**config.mk**
```make
export PLATFORM = sky130hd
export DESIGN_NAME = qspi_stream_bridge
export DESIGN_NICKNAME = d
export VERILOG_FILES = /design/src/rtl/qsb_pkg.sv /design/src/rtl/qsb_sync.sv /design/src/rtl/qsb_edge.sv /design/src/rtl/qsb_ctrl.sv /design/src/rtl/qsb_wr_path.sv /design/src/rtl/qsb_rd_path.sv /design/src/rtl/qspi_stream_bridge.sv
export SDC_FILE = /design/constraint.sdc
export NUM_CORES = 1
export LEC_CHECK = 0
export ABC_AREA = 1
export BUFFER_PORTS_ARGS = -buffer_cell sky130_fd_sc_hd__buf_2
export CORE_ASPECT_RATIO = 1.1
export CORE_MARGIN = 2
export CORE_UTILIZATION = 46
export CTS_CLUSTER_DIAMETER = 80
export CTS_CLUSTER_SIZE = 12
export DETAILED_ROUTE_END_ITERATION = 8
export GPL_ROUTABILITY_DRIVEN = 0
export GPL_TIMING_DRIVEN = 1
export MAX_ROUTING_LAYER = met4
export PLACE_DENSITY = 0.64
export SYNTH_ARGS = -nofsm -noshare
export SYNTH_HDL_FRONTEND = slang
export SYNTH_HIERARCHICAL = 1
export SYNTH_SLANG_ARGS = --single-unit
```
**constraint.sdc**
```tcl
create_clock -name clk -period 2.3 [get_ports clk]
set_clock_uncertainty 0.1 [all_clocks]
set_input_delay 0.23 -clock clk [delete_from_list [all_inputs] [get_ports clk]]
set_output_delay 0.23 -clock clk [all_outputs]
set_load 0.02 [all_outputs]
```
**src/rtl/qsb_pkg.sv**
```systemverilog
package qsb_pkg;

    localparam int NIB_W  = 4;
    localparam int BYTE_W = 8;

    localparam logic [BYTE_W-1:0] OP_QUAD_WRITE = 8'h38;
    localparam logic [BYTE_W-1:0] OP_QUAD_READ  = 8'hEB;
    localparam logic [BYTE_W-1:0] EMPTY_FILL    = 8'hFF;

    typedef enum logic [2:0] {
        PH_IDLE,
        PH_CMD,
        PH_WDATA,
        PH_DUMMY,
        PH_RDATA,
        PH_SKIP
    } phase_e;

    typedef struct packed {
        logic [BYTE_W-1:0] data;
        logic              last;
    } beat_t;

    function automatic phase_e decode_op(input logic [BYTE_W-1:0] op);
        case (op)
            OP_QUAD_WRITE: decode_op = PH_WDATA;
            OP_QUAD_READ:  decode_op = PH_DUMMY;
            default:       decode_op = PH_SKIP;
        endcase
    endfunction

    function automatic logic [BYTE_W-1:0] join_nibbles(input logic [NIB_W-1:0] hi,
                                                       input logic [NIB_W-1:0] lo);
        join_nibbles = {hi, lo};
    endfunction

endpackage

```
**src/rtl/qsb_sync.sv**
```systemverilog
module qsb_sync #(
    parameter int              W       = 4,
    parameter logic [W-1:0]    RST_VAL = '0
) (
    input  logic         clk,
    input  logic         rst,
    input  logic [W-1:0] din,
    output logic [W-1:0] dout
);
    logic [W-1:0] meta_q;
    logic [W-1:0] sync_q;

    always_ff @(posedge clk) begin
        if (rst) begin
            meta_q <= RST_VAL;
            sync_q <= RST_VAL;
        end else begin
            meta_q <= din;
            sync_q <= meta_q;
        end
    end

    assign dout = sync_q;
endmodule

```
**src/rtl/qsb_edge.sv**
```systemverilog
module qsb_edge #(
    parameter int           W       = 2,
    parameter logic [W-1:0] RST_VAL = '0
) (
    input  logic         clk,
    input  logic         rst,
    input  logic [W-1:0] lvl,
    output logic [W-1:0] rise,
    output logic [W-1:0] fall
);
    logic [W-1:0] prev_q;

    always_ff @(posedge clk) begin
        if (rst) prev_q <= RST_VAL;
        else     prev_q <= lvl;
    end

    for (genvar g = 0; g < W; g++) begin : g_edge
        assign rise[g] =  lvl[g] & ~prev_q[g];
        assign fall[g] = ~lvl[g] &  prev_q[g];
    end
endmodule

```
**src/rtl/qsb_ctrl.sv**
```systemverilog
module qsb_ctrl
    import qsb_pkg::*;
#(
    parameter int DUMMY_CYCLES = 4
) (
    input  logic   clk,
    input  logic   rst,
    input  logic   txn_open,
    input  logic   txn_close,
    input  logic   sck_rise,
    input  logic   io0,
    output phase_e phase
);
    localparam int CNT_W = (DUMMY_CYCLES > 1) ? $clog2(DUMMY_CYCLES) : 1;
    localparam logic [CNT_W-1:0] DUMMY_LAST = CNT_W'(DUMMY_CYCLES - 1);
    localparam logic [2:0]       OP_LAST_BIT = 3'd7;

    phase_e            phase_q;
    logic [BYTE_W-1:0] op_sr_q;
    logic [BYTE_W-1:0] op_next;
    logic [2:0]        bit_cnt_q;
    logic [CNT_W-1:0]  dum_cnt_q;

    assign op_next = {op_sr_q[BYTE_W-2:0], io0};

    always_ff @(posedge clk) begin
        if (rst) begin
            phase_q   <= PH_IDLE;
            op_sr_q   <= '0;
            bit_cnt_q <= '0;
            dum_cnt_q <= '0;
        end else if (txn_close) begin
            phase_q <= PH_IDLE;
        end else if (txn_open) begin
            phase_q   <= PH_CMD;
            bit_cnt_q <= '0;
            dum_cnt_q <= '0;
        end else if (sck_rise) begin
            case (phase_q)
                PH_CMD: begin
                    op_sr_q <= op_next;
                    if (bit_cnt_q == OP_LAST_BIT) phase_q <= decode_op(op_next);
                    else                          bit_cnt_q <= bit_cnt_q + 3'd1;
                end
                PH_DUMMY: begin
                    if (dum_cnt_q == DUMMY_LAST) phase_q   <= PH_RDATA;
                    else                         dum_cnt_q <= dum_cnt_q + 1'b1;
                end
                default: ;
            endcase
        end
    end

    assign phase = phase_q;

    AST_END_TO_IDLE: assert property (@(posedge clk) disable iff (rst)
        txn_close |=> (phase_q == PH_IDLE));

    AST_SKIP_STICKS: assert property (@(posedge clk) disable iff (rst)
        (phase_q == PH_SKIP && !txn_close) |=> (phase_q == PH_SKIP));
endmodule

```
**src/rtl/qsb_wr_path.sv**
```systemverilog
module qsb_wr_path
    import qsb_pkg::*;
(
    input  logic              clk,
    input  logic              rst,
    input  logic              txn_open,
    input  logic              txn_close,
    input  logic              cap_en,
    input  logic [NIB_W-1:0]  nib_in,
    input  logic              m_tready,
    output logic [BYTE_W-1:0] m_tdata,
    output logic              m_tvalid,
    output logic              m_tlast
);
    logic [NIB_W-1:0]  hi_q;
    logic              half_q;
    logic [BYTE_W-1:0] pend_q;
    logic              pend_v_q;
    beat_t             out_q;
    logic              out_v_q;
    logic              byte_done;
    logic              push;

    assign byte_done = cap_en && half_q;
    assign push      = pend_v_q && (byte_done || txn_close);

    always_ff @(posedge clk) begin
        if (rst) begin
            hi_q     <= '0;
            half_q   <= 1'b0;
            pend_q   <= '0;
            pend_v_q <= 1'b0;
            out_q    <= '0;
            out_v_q  <= 1'b0;
        end else begin
            if (out_v_q && m_tready) out_v_q <= 1'b0;
            if (push) begin
                out_q.data <= pend_q;
                out_q.last <= txn_close;
                out_v_q    <= 1'b1;
            end
            if (txn_open || txn_close) begin
                half_q   <= 1'b0;
                pend_v_q <= 1'b0;
            end else if (cap_en) begin
                if (!half_q) begin
                    hi_q   <= nib_in;
                    half_q <= 1'b1;
                end else begin
                    pend_q   <= join_nibbles(hi_q, nib_in);
                    pend_v_q <= 1'b1;
                    half_q   <= 1'b0;
                end
            end
        end
    end

    assign m_tdata  = out_q.data;
    assign m_tlast  = out_q.last;
    assign m_tvalid = out_v_q;

    AST_NO_OVERFLOW: assert property (@(posedge clk) disable iff (rst)
        push |-> !(m_tvalid && !m_tready));

    AST_HOLD_STALLED: assert property (@(posedge clk) disable iff (rst)
        (m_tvalid && !m_tready) |=> (m_tvalid && $stable(m_tdata) && $stable(m_tlast)));
endmodule

```
**src/rtl/qsb_rd_path.sv**
```systemverilog
module qsb_rd_path
    import qsb_pkg::*;
(
    input  logic              clk,
    input  logic              rst,
    input  logic              txn_open,
    input  logic              txn_close,
    input  logic              dummy_ph,
    input  logic              rdata_ph,
    input  logic              sck_fall,
    input  logic [BYTE_W-1:0] s_tdata,
    input  logic              s_tvalid,
    output logic              s_tready,
    output logic [NIB_W-1:0]  io_o,
    output logic [NIB_W-1:0]  io_oe
);
    logic [BYTE_W-1:0] pf_data_q;
    logic              pf_v_q;
    logic [NIB_W-1:0]  lo_q;
    logic              lo_pend_q;
    logic [NIB_W-1:0]  nib_q;
    logic              drv_q;
    logic              pop;
    logic              slot_start;
    logic [BYTE_W-1:0] slot_byte;

    assign s_tready   = (dummy_ph || rdata_ph) && !pf_v_q && !txn_close;
    assign pop        = s_tvalid && s_tready;
    assign slot_start = rdata_ph && sck_fall && !lo_pend_q;
    assign slot_byte  = pf_v_q ? pf_data_q : (pop ? s_tdata : EMPTY_FILL);

    always_ff @(posedge clk) begin
        if (rst) begin
            pf_data_q <= '0;
            pf_v_q    <= 1'b0;
            lo_q      <= '0;
            lo_pend_q <= 1'b0;
            nib_q     <= '0;
            drv_q     <= 1'b0;
        end else if (txn_open || txn_close) begin
            pf_v_q    <= 1'b0;
            lo_pend_q <= 1'b0;
            nib_q     <= '0;
            drv_q     <= 1'b0;
        end else if (slot_start) begin
            nib_q     <= slot_byte[BYTE_W-1:NIB_W];
            lo_q      <= slot_byte[NIB_W-1:0];
            lo_pend_q <= 1'b1;
            drv_q     <= 1'b1;
            pf_v_q    <= 1'b0;
        end else begin
            if (rdata_ph && sck_fall && lo_pend_q) begin
                nib_q     <= lo_q;
                lo_pend_q <= 1'b0;
            end
            if (pop) begin
                pf_data_q <= s_tdata;
                pf_v_q    <= 1'b1;
            end
        end
    end

    assign io_o  = nib_q;
    assign io_oe = {NIB_W{drv_q}};

    AST_OE_ONLY_READ: assert property (@(posedge clk) disable iff (rst)
        !rdata_ph |=> (io_oe == '0));

    AST_NIBBLE_HOLD: assert property (@(posedge clk) disable iff (rst)
        (!sck_fall && !txn_open && !txn_close) |=> $stable(io_o));
endmodule

```
**src/rtl/qspi_stream_bridge.sv**
```systemverilog
module qspi_stream_bridge
    import qsb_pkg::*;
#(
    parameter int DUMMY_CYCLES = 4
) (
    input  logic        clk,
    input  logic        rst,
    input  logic        sck_i,
    input  logic        csn_i,
    input  logic [3:0]  io_i,
    output logic [3:0]  io_o,
    output logic [3:0]  io_oe,
    output logic [7:0]  m_tdata,
    output logic        m_tvalid,
    input  logic        m_tready,
    output logic        m_tlast,
    input  logic [7:0]  s_tdata,
    input  logic        s_tvalid,
    output logic        s_tready
);
    localparam int SYNC_W = NIB_W + 2;
    localparam int CSN_B  = SYNC_W - 1;
    localparam int SCK_B  = SYNC_W - 2;
    localparam logic [SYNC_W-1:0] SYNC_RST = {1'b1, 1'b0, {NIB_W{1'b0}}};
    localparam logic [1:0]        EDGE_RST = 2'b10;

    logic [SYNC_W-1:0] pins_sync;
    logic [1:0]        ctl_rise;
    logic [1:0]        ctl_fall;
    logic              txn_open;
    logic              txn_close;
    logic              sck_rise;
    logic              sck_fall;
    phase_e            phase;

    qsb_sync #(.W(SYNC_W), .RST_VAL(SYNC_RST)) u_sync (
        .clk  (clk),
        .rst  (rst),
        .din  ({csn_i, sck_i, io_i}),
        .dout (pins_sync)
    );

    qsb_edge #(.W(2), .RST_VAL(EDGE_RST)) u_edge (
        .clk  (clk),
        .rst  (rst),
        .lvl  ({pins_sync[CSN_B], pins_sync[SCK_B]}),
        .rise (ctl_rise),
        .fall (ctl_fall)
    );

    assign txn_open  = ctl_fall[1];
    assign txn_close = ctl_rise[1];
    assign sck_rise  = ctl_rise[0];
    assign sck_fall  = ctl_fall[0];

    qsb_ctrl #(.DUMMY_CYCLES(DUMMY_CYCLES)) u_ctrl (
        .clk       (clk),
        .rst       (rst),
        .txn_open  (txn_open),
        .txn_close (txn_close),
        .sck_rise  (sck_rise),
        .io0       (pins_sync[0]),
        .phase     (phase)
    );

    qsb_wr_path u_wr (
        .clk       (clk),
        .rst       (rst),
        .txn_open  (txn_open),
        .txn_close (txn_close),
        .cap_en    (sck_rise && phase == PH_WDATA),
        .nib_in    (pins_sync[NIB_W-1:0]),
        .m_tready  (m_tready),
        .m_tdata   (m_tdata),
        .m_tvalid  (m_tvalid),
        .m_tlast   (m_tlast)
    );

    qsb_rd_path u_rd (
        .clk       (clk),
        .rst       (rst),
        .txn_open  (txn_open),
        .txn_close (txn_close),
        .dummy_ph  (phase == PH_DUMMY),
        .rdata_ph  (phase == PH_RDATA),
        .sck_fall  (sck_fall),
        .s_tdata   (s_tdata),
        .s_tvalid  (s_tvalid),
        .s_tready  (s_tready),
        .io_o      (io_o),
        .io_oe     (io_oe)
    );
endmodule

```
=== Word-level counts from Yosys, hierarchy flattened ===
Cells that the tools add are included.

* Output and inout port bits: 19
* Bits in registers: 72
* Input port bits: 18
* Logic and storage cells: 110

* Bitwise operators: 13
* Eq/ne operators: 14
* Add/sub/neg operators: 2
* Multiplexer cells: 23
* Reductions and logical operators: 37

{| class="wikitable"
|+ Operators by type and width
! kind !! count
|-
| AND reduction 4 bit || 5
|-
| 2-to-1 mux 3 bit || 6
|-
| 2-to-1 mux 8 bit || 2
|-
| one-hot mux 3 bit (2 select lines) || 2
|-
| nonzero test 2 bit || 6
|-
| logical AND 1 bit || 10
|-
| NOT 1 bit || 9
|-
| AND reduction 3 bit || 3
|-
| equality test 8 x 6 -> 1 bit (second input constant) || 1
|-
| equality test 8 bit (second input constant) || 1
|-
| 2-to-1 mux 2 bit || 4
|-
| 2-to-1 mux 4 bit || 2
|-
| 2-to-1 mux 1 bit || 7
|-
| equality test 3 x 2 -> 1 bit (second input constant) || 2
|-
| equality test 3 bit (second input constant) || 2
|-
| != test 2 x 1 -> 1 bit (second input constant) || 3
|-
| OR reduction 3 bit || 2
|-
| AND 1 bit || 4
|-
| AND reduction 2 bit || 2
|-
| OR reduction 2 bit || 2
|-
| adder 3 x 1 -> 3 bit (second input constant) || 1
|-
| equality test 3 x 1 -> 1 bit (second input constant) || 1
|-
| zero test 1 bit || 3
|-
| logical OR 1 bit || 3
|-
| 6 further kinds || 6
|}

=== Logic depth before layout (Yosys ltp) ===
Gate-level depths: netlist (run 1).

* Depth in word-level cells: 8
* Depth in mapped cells: 11
* Depth with buffers taken out: 11

=== Modules after synthesis ===
The synthesis (run 1) kept the hierarchy.

{| class="wikitable"
|+ Modules (own cells, without submodules)
! module !! instances !! cells each !! seq. area each (µm²) !! area an instance (µm²)
|-
| qsb_rd_path || 1 || 155 || 380.4 || 1016.0
|-
| qsb_wr_path || 1 || 145 || 480.5 || 1006.0
|-
| qsb_ctrl || 1 || 114 || 300.3 || 827.0
|-
| qsb_sync || 1 || 38 || 240.2 || 345.3
|-
| qsb_edge || 1 || 13 || 40.0 || 81.3
|-
| qspi_stream_bridge || 1 || 10 || 0.0 || 37.5
|}

=== Worst setup path after synthesis (run 1) ===
No wires, ideal clock.

* Path kind: flip-flop to flip-flop
* From: reg u_sync.sync_q[5], in the netlist u_sync/dout[5]
* To: reg u_rd.pf_data_q[0]
* Path buffers: 0
* Data arrival time: 1.468 ns
* Period minus slack after synthesis: 1.684 ns
* Data required time: 2.084 ns
* Setup slack: 0.616 ns
* Setup time: 0.116 ns
* Stages on the path, launching flop included: 10
* Cells stage by stage: dfxtp_1 inv_1 nor2_1 nor2_1 inv_2 nor2_4 nand2_4 clkinv_4 nor2_1 nor2_1

* Word-level cells in the longest chain between the ends: 5
* Elaborated cells between the ends (all ways): 9
* Those cells by class: 4 x bitwise; 5 x reduce/logical

{| class="wikitable"
|+ RTL lines
! element !! RTL line !! text
|-
| start, declared || qsb_sync.sv:11 || <nowiki>logic [W-1:0] sync_q;</nowiki>
|-
| start signal, assigned || qsb_sync.sv:19 || <nowiki>sync_q <= meta_q;</nowiki>
|-
| AND 1 bit * || qsb_edge.sv:19 || <nowiki>assign rise[g] = lvl[g] & ~prev_q[g];</nowiki>
|-
| via ctl_rise[1] || qspi_stream_bridge.sv:28 || <nowiki>logic [1:0] ctl_rise;</nowiki>
|-
| zero test 1 bit || qsb_rd_path.sv:27 || <nowiki>assign s_tready = (dummy_ph || rdata_ph) && !pf_v_q && !txn_close;</nowiki>
|-
| logical AND 1 bit || qsb_rd_path.sv:27 ||
|-
| logical AND 1 bit || qsb_rd_path.sv:28 || <nowiki>assign pop = s_tvalid && s_tready;</nowiki>
|-
| AND reduction 3 bit (no line) * || n/a ||
|-
| end signal, assigned || qsb_rd_path.sv:57 || <nowiki>pf_data_q <= s_tdata;</nowiki>
|-
| end, declared || qsb_rd_path.sv:17 || <nowiki>logic [BYTE_W-1:0] pf_data_q;</nowiki>
|}

Mark *: on every way through the listed nets, which the timed path passes. The rest lies on a longest branch.
A chain may end at the register's enable or synchronous reset.

=== Final worst setup path (run 1) ===
* From: reg u_sync.sync_q[4], in the netlist u_sync/dout[4]
* To: reg u_wr.hi_q[3]

* Word-level cells in the longest chain between the ends: 3

{| class="wikitable"
|+ RTL lines
! element !! RTL line !! text
|-
| AND 1 bit || qsb_edge.sv:19 ||
|-
| via ctl_rise[0] || qspi_stream_bridge.sv:28 ||
|-
| logical AND 1 bit || qspi_stream_bridge.sv:71 || <nowiki>.cap_en (sck_rise && phase == PH_WDATA),</nowiki>
|-
| AND reduction 3 bit (no line) || n/a ||
|-
| end signal, assigned || qsb_wr_path.sv:47 || <nowiki>hi_q <= nib_in;</nowiki>
|-
| end, declared || qsb_wr_path.sv:15 || <nowiki>logic [NIB_W-1:0] hi_q;</nowiki>
|}

The timed path passes the listed nets, and every way through them passes these cells.

==> flow_metrics.env, run 1 <==
export IMPL_p_int_mw=1.94
export IMPL_drt_wl_total_um=6230
export IMPL_synth_top_area_share=0.435
export IMPL_switching_share=0.230
export IMPL_drive_above_1_share=0.158
export IMPL_critical_path_type="reg -> reg"
export IMPL_timing_hold_violations_final=0
export IMPL_postSynthRegisterBits=72
export IMPL_cp_start_kind="flip-flop"
export IMPL_power_leakage_nw=1.86
export IMPL_worst_r2r_path_depth=9
export IMPL_maxSlewHeadroom=0.559
export IMPL_unrepaired_setup_endpoints_after_global_routing="no"
export IMPL_pin_count=37
export IMPL_net_switching_power_mw=0.580
export IMPL_multi_input_comb_area_um2=1410
export IMPL_syn_to_final_growth_pct=14.9
export IMPL_detailed_routing_iteration_count_for_the_pre_antenna_repair_pass=6
export IMPL_cellPowerDensity_nw_per_um2=661
export IMPL_final_core_utilization=0.543
export IMPL_antenna_cells_inserted=0
export IMPL_synth_lib_cells_used_distinct=27
export IMPL_routed_wire_length_per_instance_um=10.2
export IMPL_synth_top_cell_by_area="dfxtp_1"
export IMPL_seq_power_share=0.505
export IMPL_synth_seq_area_share=0.435
export IMPL_max_cap_violations=0
export IMPL_clk_insertion_delay_late_ps=340
export IMPL_drv_slew=0
export IMPL_worstPathMaxFanout=8
export IMPL_r2r_setup_slack_ps=460
export IMPL_power_clock_fraction=0.437
export IMPL_vias_per_cell=4.53
export IMPL_post_synth_instance_area_um2=3310
export IMPL_floorplan_die_area_um2=7900
export IMPL_cts_sink_count=72
export IMPL_grt_first_pass_wirelength_um=11200
export IMPL_layout_min_cycle_time_ps=1840
export IMPL_crit_family="simple AND/OR/NAND/NOR gates"
export IMPL_synth_avg_cell_area_um2=6.98
export IMPL_worst_pin_slew_ps=660
export IMPL_net_count_after_synthesis=496
export IMPL_final_clock_period_utilization_by_the_worst_path=0.799
export IMPL_min_path_type="in -> reg"
export IMPL_synth_area_leaders="dfxtp_1 (44%), nor2_1 (12%), nand2_1 (10%)"
export IMPL_initial_utilization=0.473
export IMPL_crit_buf_inv=2
export IMPL_route_vias_total=2760
export IMPL_cts_reportedPaths_clkPinSlew_ps=80
export IMPL_worst_r2r_endpoint="u_wr/hi_q[3]$_SDFFE_PP0P_"
export IMPL_grt_start_max_net_pins=23
export IMPL_cp_slowest_stage_delay_ps=370
export IMPL_worst_hold_depth=3
export IMPL_place_detailed_hpwl_um=4350
export IMPL_layout_nets=540
export IMPL_final_antenna_net_count=0
export IMPL_worstPathCellList="inv_1 -> nor2_1 -> nand2_1 -> nor2_1 -> inv_1 -> nor2_1 -> nand3_1 -> nand2_1 -> nor2_1"
export IMPL_crit_path_frequent_cell="nor2_1"
export IMPL_regToRegStartpoint="u_sync/dout[4]$_SDFF_PP0_"
export IMPL_total_cts_buffers=9
export IMPL_chipWidth_um=84.9
export IMPL_fmax_mhz=544
export IMPL_worst_path_arrival_time_ps=1980
export IMPL_final_setup_viol_count=0
export IMPL_groute_usage_overall=0.181
export IMPL_final_setup_tns_ps=0
export IMPL_ff_latch_area_um2=1440
export IMPL_ir_drop_mv=0.358
export IMPL_chipHeight_um=93.0
export IMPL_cell_count_after_synthesis=475
export IMPL_crit_required_ps=2440
export IMPL_holdCritStartpoint="s_tdata[2]"
export IMPL_floorplan_rows=32
export IMPL_first_global_vias=2559
export IMPL_core_area_um2=7010
export IMPL_slowest_stage="nor2_1"
export IMPL_grt_antenna_before_repair=0
export IMPL_clock_tree_root_cell="clkbuf_8"
export IMPL_status="finished clean"
export IMPL_ctsHtreeMaxLevel=3
export IMPL_worstSetupEndpointType="flip-flop"
export IMPL_whs_endpoint="u_rd/pf_data_q[2]$_SDFFE_PP0P_"
export IMPL_clock_tree_buffer_depth=2
export IMPL_detailedRoute_firstIterationViolations=96
export IMPL_post_cts_setup_buffers=0
export IMPL_cts_hold_buffers_added=6
export IMPL_yosysWarnings=6
export IMPL_globalRouteOverflowTotal=0
export IMPL_cts_resized=0
export IMPL_combinationalPowerShare=0.058
export IMPL_tritoncts="built"
export IMPL_drt_drc_violations_left=0
export IMPL_number_of_port_buffers=36
export IMPL_final_fill_count=711
logic make-up after synthesis:
group | after synthesis | synth area share
AND/OR/NAND/NOR | 245 | 0.327
buffers and inverters | 102 | 0.140
flip-flops | 72 | 0.435
AO/OA/AOI/OAI | 53 | 0.0857
adder cells (fa/ha/maj) | 3 | 0.0113
power by group through the flow:
stage | Sequential (mW) | Combinational (mW) | Clock, mW
2_1_floorplan | 1.30 | 0.104 | 0
3_3_place_gp | 1.30 | 0.137 | 0
3_5_place_dp | 1.30 | 0.139 | 0
4_1_cts | 1.27 | 0.147 | 1.14
5_1_grt | 1.27 | 0.168 | 1.19
6_report | 1.27 | 0.146 | 1.10
worst register-to-register path: stages, from the launching register on:
cell	delay, ps
dfxtp_1	340
inv_1	60
nor2_1	230
nand2_1	90
nor2_1	240
inv_1	60
nor2_1	370
nand3_1	130
nand2_1	90
nor2_1	50
layout by cell type, fill, tap and decap left out, types with 9 or more instances in the layout:
cell type and instances:
buf_2 36, inv_1 81, clkbuf_8 9, nand3_1 25, nand2_1 92, o21ai_1 10
nor2_1 103, dfxtp_1 72, a21oi_1 33
worst max path at each step:
| stage | from | endpoint | slack, ps | depth (start not counted) |
|---|---|---|---|---|
| after detailed placement | u_sync/dout[4]$_SDFF_PP0_ | u_wr/hi_q[3]$_SDFFE_PP0P_ | 500 | 9 |
| final | u_sync/dout[4]$_SDFF_PP0_ | u_wr/hi_q[3]$_SDFFE_PP0P_ | 460 | 9 |
| after global routing | u_sync/dout[4]$_SDFF_PP0_ | u_wr/hi_q[1]$_SDFFE_PP0P_ | 100 | 9 |
| after global placement | u_sync/dout[4]$_SDFF_PP0_ | u_wr/hi_q[2]$_SDFFE_PP0P_ | 530 | 9 |
| after CTS | u_sync/dout[4]$_SDFF_PP0_ | u_wr/hi_q[3]$_SDFFE_PP0P_ | 480 | 9 |
| after floorplan | u_sync/dout[5]$_SDFF_PP1_ | u_rd/pf_data_q[0]$_SDFFE_PP0P_ | 620 | 9 |
Yosys cell counts:
cell type and count:
o21bai_1 3, buf_6 4, nor2_1 103, o21ai_1 10, nand2_2 6, a21oi_1 33
buf_2 1, buf_4 5, nor2_4 4, nand2_4 5, nand2_1 92, ha_1 3
nand4_1 1, nand3_1 25, a21oi_4 1, o21ai_0 6, nor2_2 1, clkinv_4 1
and2_1 1, nand3b_1 4, bufinv_8 2, inv_1 81, nor2_8 1, inv_2 6
dfxtp_1 72, nor3_2 2, buf_1 2
layer usage:
layer / track usage / share of wire
met1: 0.214 / 0.48
met2: 0.301 / 0.47
met3: 0.0362 / 0.030
met4: 0.0794 / 0.017
met5: - / 0
through the flow:
step	setup slack (ps)	cell area [um^2]	instances	power [mW]	hold slack, ps
2_1_floorplan	616	3310	475	1.40	199
3_3_place_gp	529	3530	587	1.44	290
3_5_place_dp	495	3530	587	1.44	292
4_1_cts	482	3810	609	2.56	32.1
5_1_grt	102	3810	609	2.63	45.1
6_report	462	3810	609	2.52	50.7
flip-flops by register name, summed over array words and instances, names as in the netlist:
register and flops:
u_wr/pend_v_q 1, u_rd/pf_v_q 1, u_wr/half_q 1, u_rd/pf_data_q 8, u_wr/pend_q 8, u_rd/drv_q 1, u_edge/prev_q 2, u_ctrl/bit_cnt_q 3
u_wr/m_tvalid 1, u_wr/hi_q 4, u_sync/dout 6, u_rd/lo_pend_q 1, u_wr/m_tdata 8, u_ctrl/phase 3, u_rd/io_o 4, u_sync/meta_q 6
u_wr/m_tlast 1, u_ctrl/op_sr_q 7, u_rd/lo_q 4, u_ctrl/dum_cnt_q 2
cell type report:
class	count	share of cell area
multi-input combinational	301	0.369
sequential	72	0.379
tap	85	0.0279
timing repair buffer	45	0.0690
clock inverter	6	0.0240
inverter	90	0.0973
clock buffer	10	0.0335
No activity file was read; power rests on OpenSTA's default activity.
==> run 2: changes to the inputs <==
==> constraint.sdc (replaced) <==
create_clock -name clk -period 1.85 [get_ports clk]
set_clock_uncertainty 0.1 [all_clocks]
set_input_delay 0.185 -clock clk [delete_from_list [all_inputs] [get_ports clk]]
set_output_delay 0.185 -clock clk [all_outputs]
set_load 0.02 [all_outputs]
==> flow_metrics.env, run 2 (synthesized netlist as in run 1, its figures left out) <==
export IMPL_critical_path_type="reg -> out"
export IMPL_layout_cells_most_common="nor2_1"
export IMPL_r2r_setup_slack_ps=220
export IMPL_post_cts_setup_buffers=0
export IMPL_place_detailed_hpwl_um=4320
export IMPL_first_global_vias=2501
export IMPL_worst_path_arrival_time_ps=1370
export IMPL_grt_first_pass_wirelength_um=10800
export IMPL_drt_wl_total_um=6080
export IMPL_route_vias_total=2781
export IMPL_regToRegStartpoint="u_sync/dout[4]$_SDFF_PP0_"
export IMPL_setup_worst_path_start="u_ctrl/phase[1]$_SDFFE_PP0P_"
export IMPL_routed_wire_length_per_instance_um=9.87
export IMPL_crit_required_ps=1560
export IMPL_worst_r2r_path_depth=9
export IMPL_final_clock_period_utilization_by_the_worst_path=0.894
export IMPL_worst_r2r_endpoint="u_wr/pend_q[0]$_SDFFE_PP0P_"
export IMPL_cellPowerDensity_nw_per_um2=836
export IMPL_whs_endpoint="u_rd/pf_data_q[6]$_SDFFE_PP0P_"
export IMPL_ctsHtreeMaxLevel=3
export IMPL_clk_insertion_delay_late_ps=340
export IMPL_initial_utilization=0.473
export IMPL_cts_sink_count=72
export IMPL_drt_drc_violations_left=0
export IMPL_detailed_routing_iteration_count_for_the_pre_antenna_repair_pass=4
export IMPL_cts_reportedPaths_clkPinSlew_ps=80
export IMPL_post_layout_inst_area_um2=3900
export IMPL_mostFrequentLayoutCells="nor2_1 (101), nand2_1 (91), inv_1 (81)"
export IMPL_vias_per_cell=4.51
export IMPL_worstSetupEndpointType="primary output"
export IMPL_layout_min_cycle_time_ps=1650
export IMPL_min_path_type="in -> reg"
export IMPL_drive_above_1_share=0.171
export IMPL_fmax_mhz=604
export IMPL_pin_count=37
export IMPL_unrepaired_setup_endpoints_after_global_routing="no"
export IMPL_timing_hold_violations_final=0
export IMPL_grt_start_max_net_pins=23
export IMPL_total_cts_buffers=9
export IMPL_core_area_um2=7010
export IMPL_final_antenna_net_count=0
export IMPL_number_of_port_buffers=36
export IMPL_worst_hold_depth=3
export IMPL_chipHeight_um=93.0
export IMPL_postPlaceCellArea_um2=3560
export IMPL_final_setup_tns_ps=0
export IMPL_worst_pin_slew_ps=407
export IMPL_antenna_cells_inserted=0
export IMPL_worstPathMaxFanout=6
export IMPL_groute_usage_overall=0.174
export IMPL_power_leakage_nw=1.90
export IMPL_syn_to_final_growth_pct=17.7
export IMPL_floorplan_rows=32
export IMPL_grt_antenna_before_repair=0
export IMPL_clock_tree_root_cell="clkbuf_8"
export IMPL_ir_drop_mv=0.399
export IMPL_max_cap_violations=0
export IMPL_final_setup_viol_count=0
export IMPL_fin_total_pwr_mw=3.26
export IMPL_maxSlewHeadroom=0.728
export IMPL_chipWidth_um=84.9
export IMPL_drv_slew=0
export IMPL_status="finished clean"
export IMPL_floorplan_die_area_um2=7900
export IMPL_layout_nets=547
export IMPL_tritoncts="built"
export IMPL_globalRouteOverflowTotal=0
export IMPL_cp_start_kind="flip-flop"
export IMPL_holdCritStartpoint="s_tdata[6]"
export IMPL_clock_tree_buffer_depth=2
export IMPL_detailedRoute_firstIterationViolations=80
-- run 2: cell count changes in the layout (fill, tap and decap cells not counted), sizes merged --
cell         before  now
buf              39   43
bufinv            4    5
clkinv            4    2
clkinvlp          0    1
dlygate4sd3       6    9
-- run 2: power breakdown --
| group | switching [mW] | leakage (nW) | total [mW] | internal [mW] |
|---|---|---|---|---|
| Sequential | 0.0113 | 0.583 | 1.58 | 1.57 |
| Clock | 0.585 | 0.117 | 1.49 | 0.903 |
| Combinational | 0.110 | 1.19 | 0.192 | 0.0818 |
-- run 2: worst max-delay path: stages, from the launching register on --
cell	delay [ps]
dfxtp_1	380
inv_1	70
nand2_1	50
nor2_2	140
inv_1	60
nand2_1	80
nand2_1	60
inv_1	50
buf_2	150
-- run 2: timing repair --
action / in CTS / in global routing
hold endpoints to repair: 9 / 0
gates resized for setup: 0 / 4
setup endpoints to repair: 0 / 16
hold buffers: 9 / 0
-- run 2: final cells by class --
class / instances / area, um^2
Clock buffer: 10 / 128
Clock inverter: 6 / 115
Fill cell: 692 / 3110
Inverter: 90 / 370
Multi-Input combinational cell: 301 / 1410
Sequential cell: 72 / 1440
Tap cell: 85 / 106
Timing Repair Buffer: 52 / 323
-- run 2: worst max-delay path by stage --
stage,cells past startpoint,slack [ps],endpoint
after global placement,9,160,u_wr/m_tdata[3]$_SDFFE_PP0P_
final,8,200,s_tready
after CTS,8,90,s_tready
after detailed placement,9,110,u_wr/m_tdata[3]$_SDFFE_PP0P_
after global routing,9,20,u_rd/lo_q[2]$_SDFFE_PP0P_
after floorplan,9,170,u_rd/pf_data_q[0]$_SDFFE_PP0P_
-- run 2: metal layers --
| metal | track usage | part of all wire |
|---|---|---|
| met3 | 0.0397 | 0.029 |
| met2 | 0.283 | 0.48 |
| met1 | 0.211 | 0.49 |
| met4 | 0.0635 | 0.0066 |
| met5 | - | 0 |
-- run 2: per-stage QoR --
step	std cells	hold WS [ps]	setup WS, ps	util
after floorplan	475	154	166	-
after global placement	591	262	164	0.508
after detailed placement	591	268	107	0.508
after CTS	616	4.45	90.2	0.555
after global routing	616	14.1	23.3	0.556
final	616	15.5	196	0.556
==> run 3: changes to the inputs <==
--- a/config.mk
+++ b/config.mk
@@ -15,9 +15,7 @@
 export DETAILED_ROUTE_END_ITERATION = 8
 export GPL_ROUTABILITY_DRIVEN = 0
 export GPL_TIMING_DRIVEN = 1
-export MAX_ROUTING_LAYER = met4
-export PLACE_DENSITY = 0.64
+export PLACE_DENSITY = 0.65
 export SYNTH_ARGS = -nofsm -noshare
 export SYNTH_HDL_FRONTEND = slang
-export SYNTH_HIERARCHICAL = 1
 export SYNTH_SLANG_ARGS = --single-unit
==> flow_metrics.env, run 3 <==
export IMPL_post_synth_instance_area_um2=2930
export IMPL_postSynthRegisterBits=72
export IMPL_initial_utilization=0.476
export IMPL_unrepaired_setup_endpoints_after_global_routing="no"
export IMPL_finalWorstSetupSlack_ps=142
export IMPL_maxSlewHeadroom=0.788
export IMPL_number_of_port_buffers=36
export IMPL_pin_count=37
export IMPL_synth_avg_cell_area_um2=7.40
export IMPL_worst_path_arrival_time_ps=1420
export IMPL_dp_worst_setup_slack_ps=174
export IMPL_floorplan_rows=30
export IMPL_synth_edff_count=0
export IMPL_cts_sink_count=72
export IMPL_grt_start_max_net_pins=33
export IMPL_dr_wl_met3_um=258
export IMPL_synth_top_cell_by_area="dfxtp_1"
export IMPL_layout_min_cycle_time_ps=1710
export IMPL_drive_above_1_share=0.167
export IMPL_final_clock_period_utilization_by_the_worst_path=0.923
export IMPL_clk_insertion_delay_late_ps=350
export IMPL_mostFrequentLayoutCells="nor2_1 (78), dfxtp_1 (71), nand2_1 (62)"
export IMPL_final_core_utilization=0.576
export IMPL_fin_total_pwr_mw=2.97
export IMPL_yosysWarnings=0
export IMPL_min_path_type="in -> reg"
export IMPL_asyncSetResetFlopFracSynth=0
export IMPL_floorplan_die_area_um2=7030
export IMPL_final_fill_count=610
export IMPL_status="finished clean"
export IMPL_critical_path_type="reg -> out"
export IMPL_synth_area_leaders="dfxtp_1 (49%), nor2_1 (10%), nand2_1 (8.1%)"
export IMPL_worst_pin_slew_ps=318
export IMPL_met2RoutedLength_um=2600
export IMPL_clock_tree_buffer_depth=2
export IMPL_worstSetupEndpointType="primary output"
export IMPL_total_cts_buffers=9
export IMPL_groute_usage_overall=0.183
export IMPL_drt_wl_total_um=5880
export IMPL_routed_wire_length_per_instance_um=11.0
export IMPL_place_detailed_hpwl_um=3900
export IMPL_synth_lib_cells_used_distinct=25
export IMPL_first_global_vias=2277
export IMPL_synth_commonest_cells="nor2_1 (80), dfxtp_1 (72), nand2_1 (63), inv_1 (46), a21oi_1 (37)"
export IMPL_worstPathMaxFanout=5
export IMPL_tritoncts="built"
export IMPL_final_setup_tns_ps=0
export IMPL_ir_drop_mv=0.413
export IMPL_routed_top_layer="met4"
export IMPL_cp_start_kind="flip-flop"
export IMPL_most_repeated_cell_in_the_gate_level_netlist_after_synthesis="nor2_1"
export IMPL_clock_tree_root_cell="clkbuf_8"
export IMPL_layout_cells_most_common="nor2_1"
export IMPL_cell_count_after_synthesis=396
export IMPL_ff_latch_area_um2=1440
export IMPL_route_layer_met1_wl_um=2920
export IMPL_cts_reportedPaths_clkPinSlew_ps=70
export IMPL_drv_slew=0
export IMPL_power_leakage_nw=1.57
export IMPL_detailed_routing_iteration_count_for_the_pre_antenna_repair_pass=4
export IMPL_net_count_after_synthesis=419
export IMPL_max_cap_violations=0
export IMPL_multi_input_comb_area_um2=1250
export IMPL_final_antenna_net_count=0
export IMPL_core_area_um2=6160
export IMPL_timing_hold_violations_final=0
export IMPL_instances_no_fill=535
export IMPL_cellPowerDensity_nw_per_um2=836
export IMPL_drt_drc_violations_left=0
export IMPL_grt_antenna_before_repair=0
export IMPL_ctsHtreeMaxLevel=3
export IMPL_syn_to_final_growth_pct=21.0
export IMPL_synth_top_area_share=0.492
export IMPL_dp_cells=504
export IMPL_crit_required_ps=1560
export IMPL_post_layout_inst_area_um2=3550
export IMPL_grt_first_pass_wirelength_um=9970
export IMPL_most_frequently_used_flop_master_after_synthesis="dfxtp_1"
export IMPL_final_setup_viol_count=0
export IMPL_globalRouteOverflowTotal=0
export IMPL_layout_nets=473
export IMPL_chipHeight_um=87.7
export IMPL_antenna_cells_inserted=0
export IMPL_fmax_mhz=585
export IMPL_synth_seq_area_share=0.492
export IMPL_detailedRoute_firstIterationViolations=192
export IMPL_postPlaceCellArea_um2=3180
export IMPL_timing_hold_ws_ps=25.6
export IMPL_route_vias_total=2575
export IMPL_chipWidth_um=80.1
export IMPL_vias_per_cell=4.81
==> run 3: cell type report <==
cell class / count / share of cell area
Sequential cell: 72 / 0.407
Inverter: 47 / 0.0497
Clock inverter: 7 / 0.0205
Multi-Input combinational cell: 262 / 0.352
Timing Repair Buffer: 58 / 0.108
Clock buffer: 9 / 0.0349
Tap cell: 80 / 0.0282
==> run 3: critical path: stages, from the launching register on <==
cell	delay, ps
dfxtp_1	340
inv_1	130
nand3_1	130
nand2_1	130
nand2_1	70
nor2_2	120
buf_4	160
==> run 3: metal layers <==
metal | GRT usage | vias up
met1 | 0.237 | 1142
met5 | 0 | -
met3 | 0.0526 | 11
li1 | - | 1369
met2 | 0.286 | 53
met4 | 0.0801 | 0
==> run 3: logic make-up (layout without fill, tap and decap cells) <==
logic type | count (synthesis) | in the layout | synth area share
multiplexers | 4 | 4 | 0.0137
AO/OA/AOI/OAI | 76 | 76 | 0.131
buffers and inverters | 62 | 121 | 0.0892
adder cells (fa/ha/maj) | 5 | 5 | 0.0213
AND/OR/NAND/NOR | 177 | 177 | 0.254
flip-flops | 72 | 72 | 0.492
==> run 3: worst paths after layout <==
kind / endpoint / depth (start not counted) / start / slack [ps]
setup / recovery: s_tready / 6 / u_ctrl.phase[2]$_SDFFE_PP0P_ / 140
hold / removal: u_rd.pf_data_q[7]$_SDFFE_PP0P_ / 3 / s_tdata[7] / 30
setup reg to reg: u_rd.pf_data_q[1]$_SDFFE_PP0P_ / 8 / u_edge.prev_q[1]$_SDFF_PP1_ / 200
hold reg to reg: u_sync.dout[2]$_SDFF_PP0_ / 2 / u_sync.meta_q[2]$_SDFF_PP0_ / 290
==> run 3: where the power goes <==
part           switching, mW  leakage (nW)  internal [mW]
clock network          0.606        0.0952          0.621
logic                 0.0884         0.887         0.0673
registers             0.0131         0.584           1.57
total                  0.708          1.57           2.26
==> run 3: repair_timing <==
action,4_1_cts,5_1_grt
endpoints found under the setup margin,0,18
hold buffers,14,0
gates resized for setup,0,9
hold endpoints to repair,14,0
setup buffers,0,1
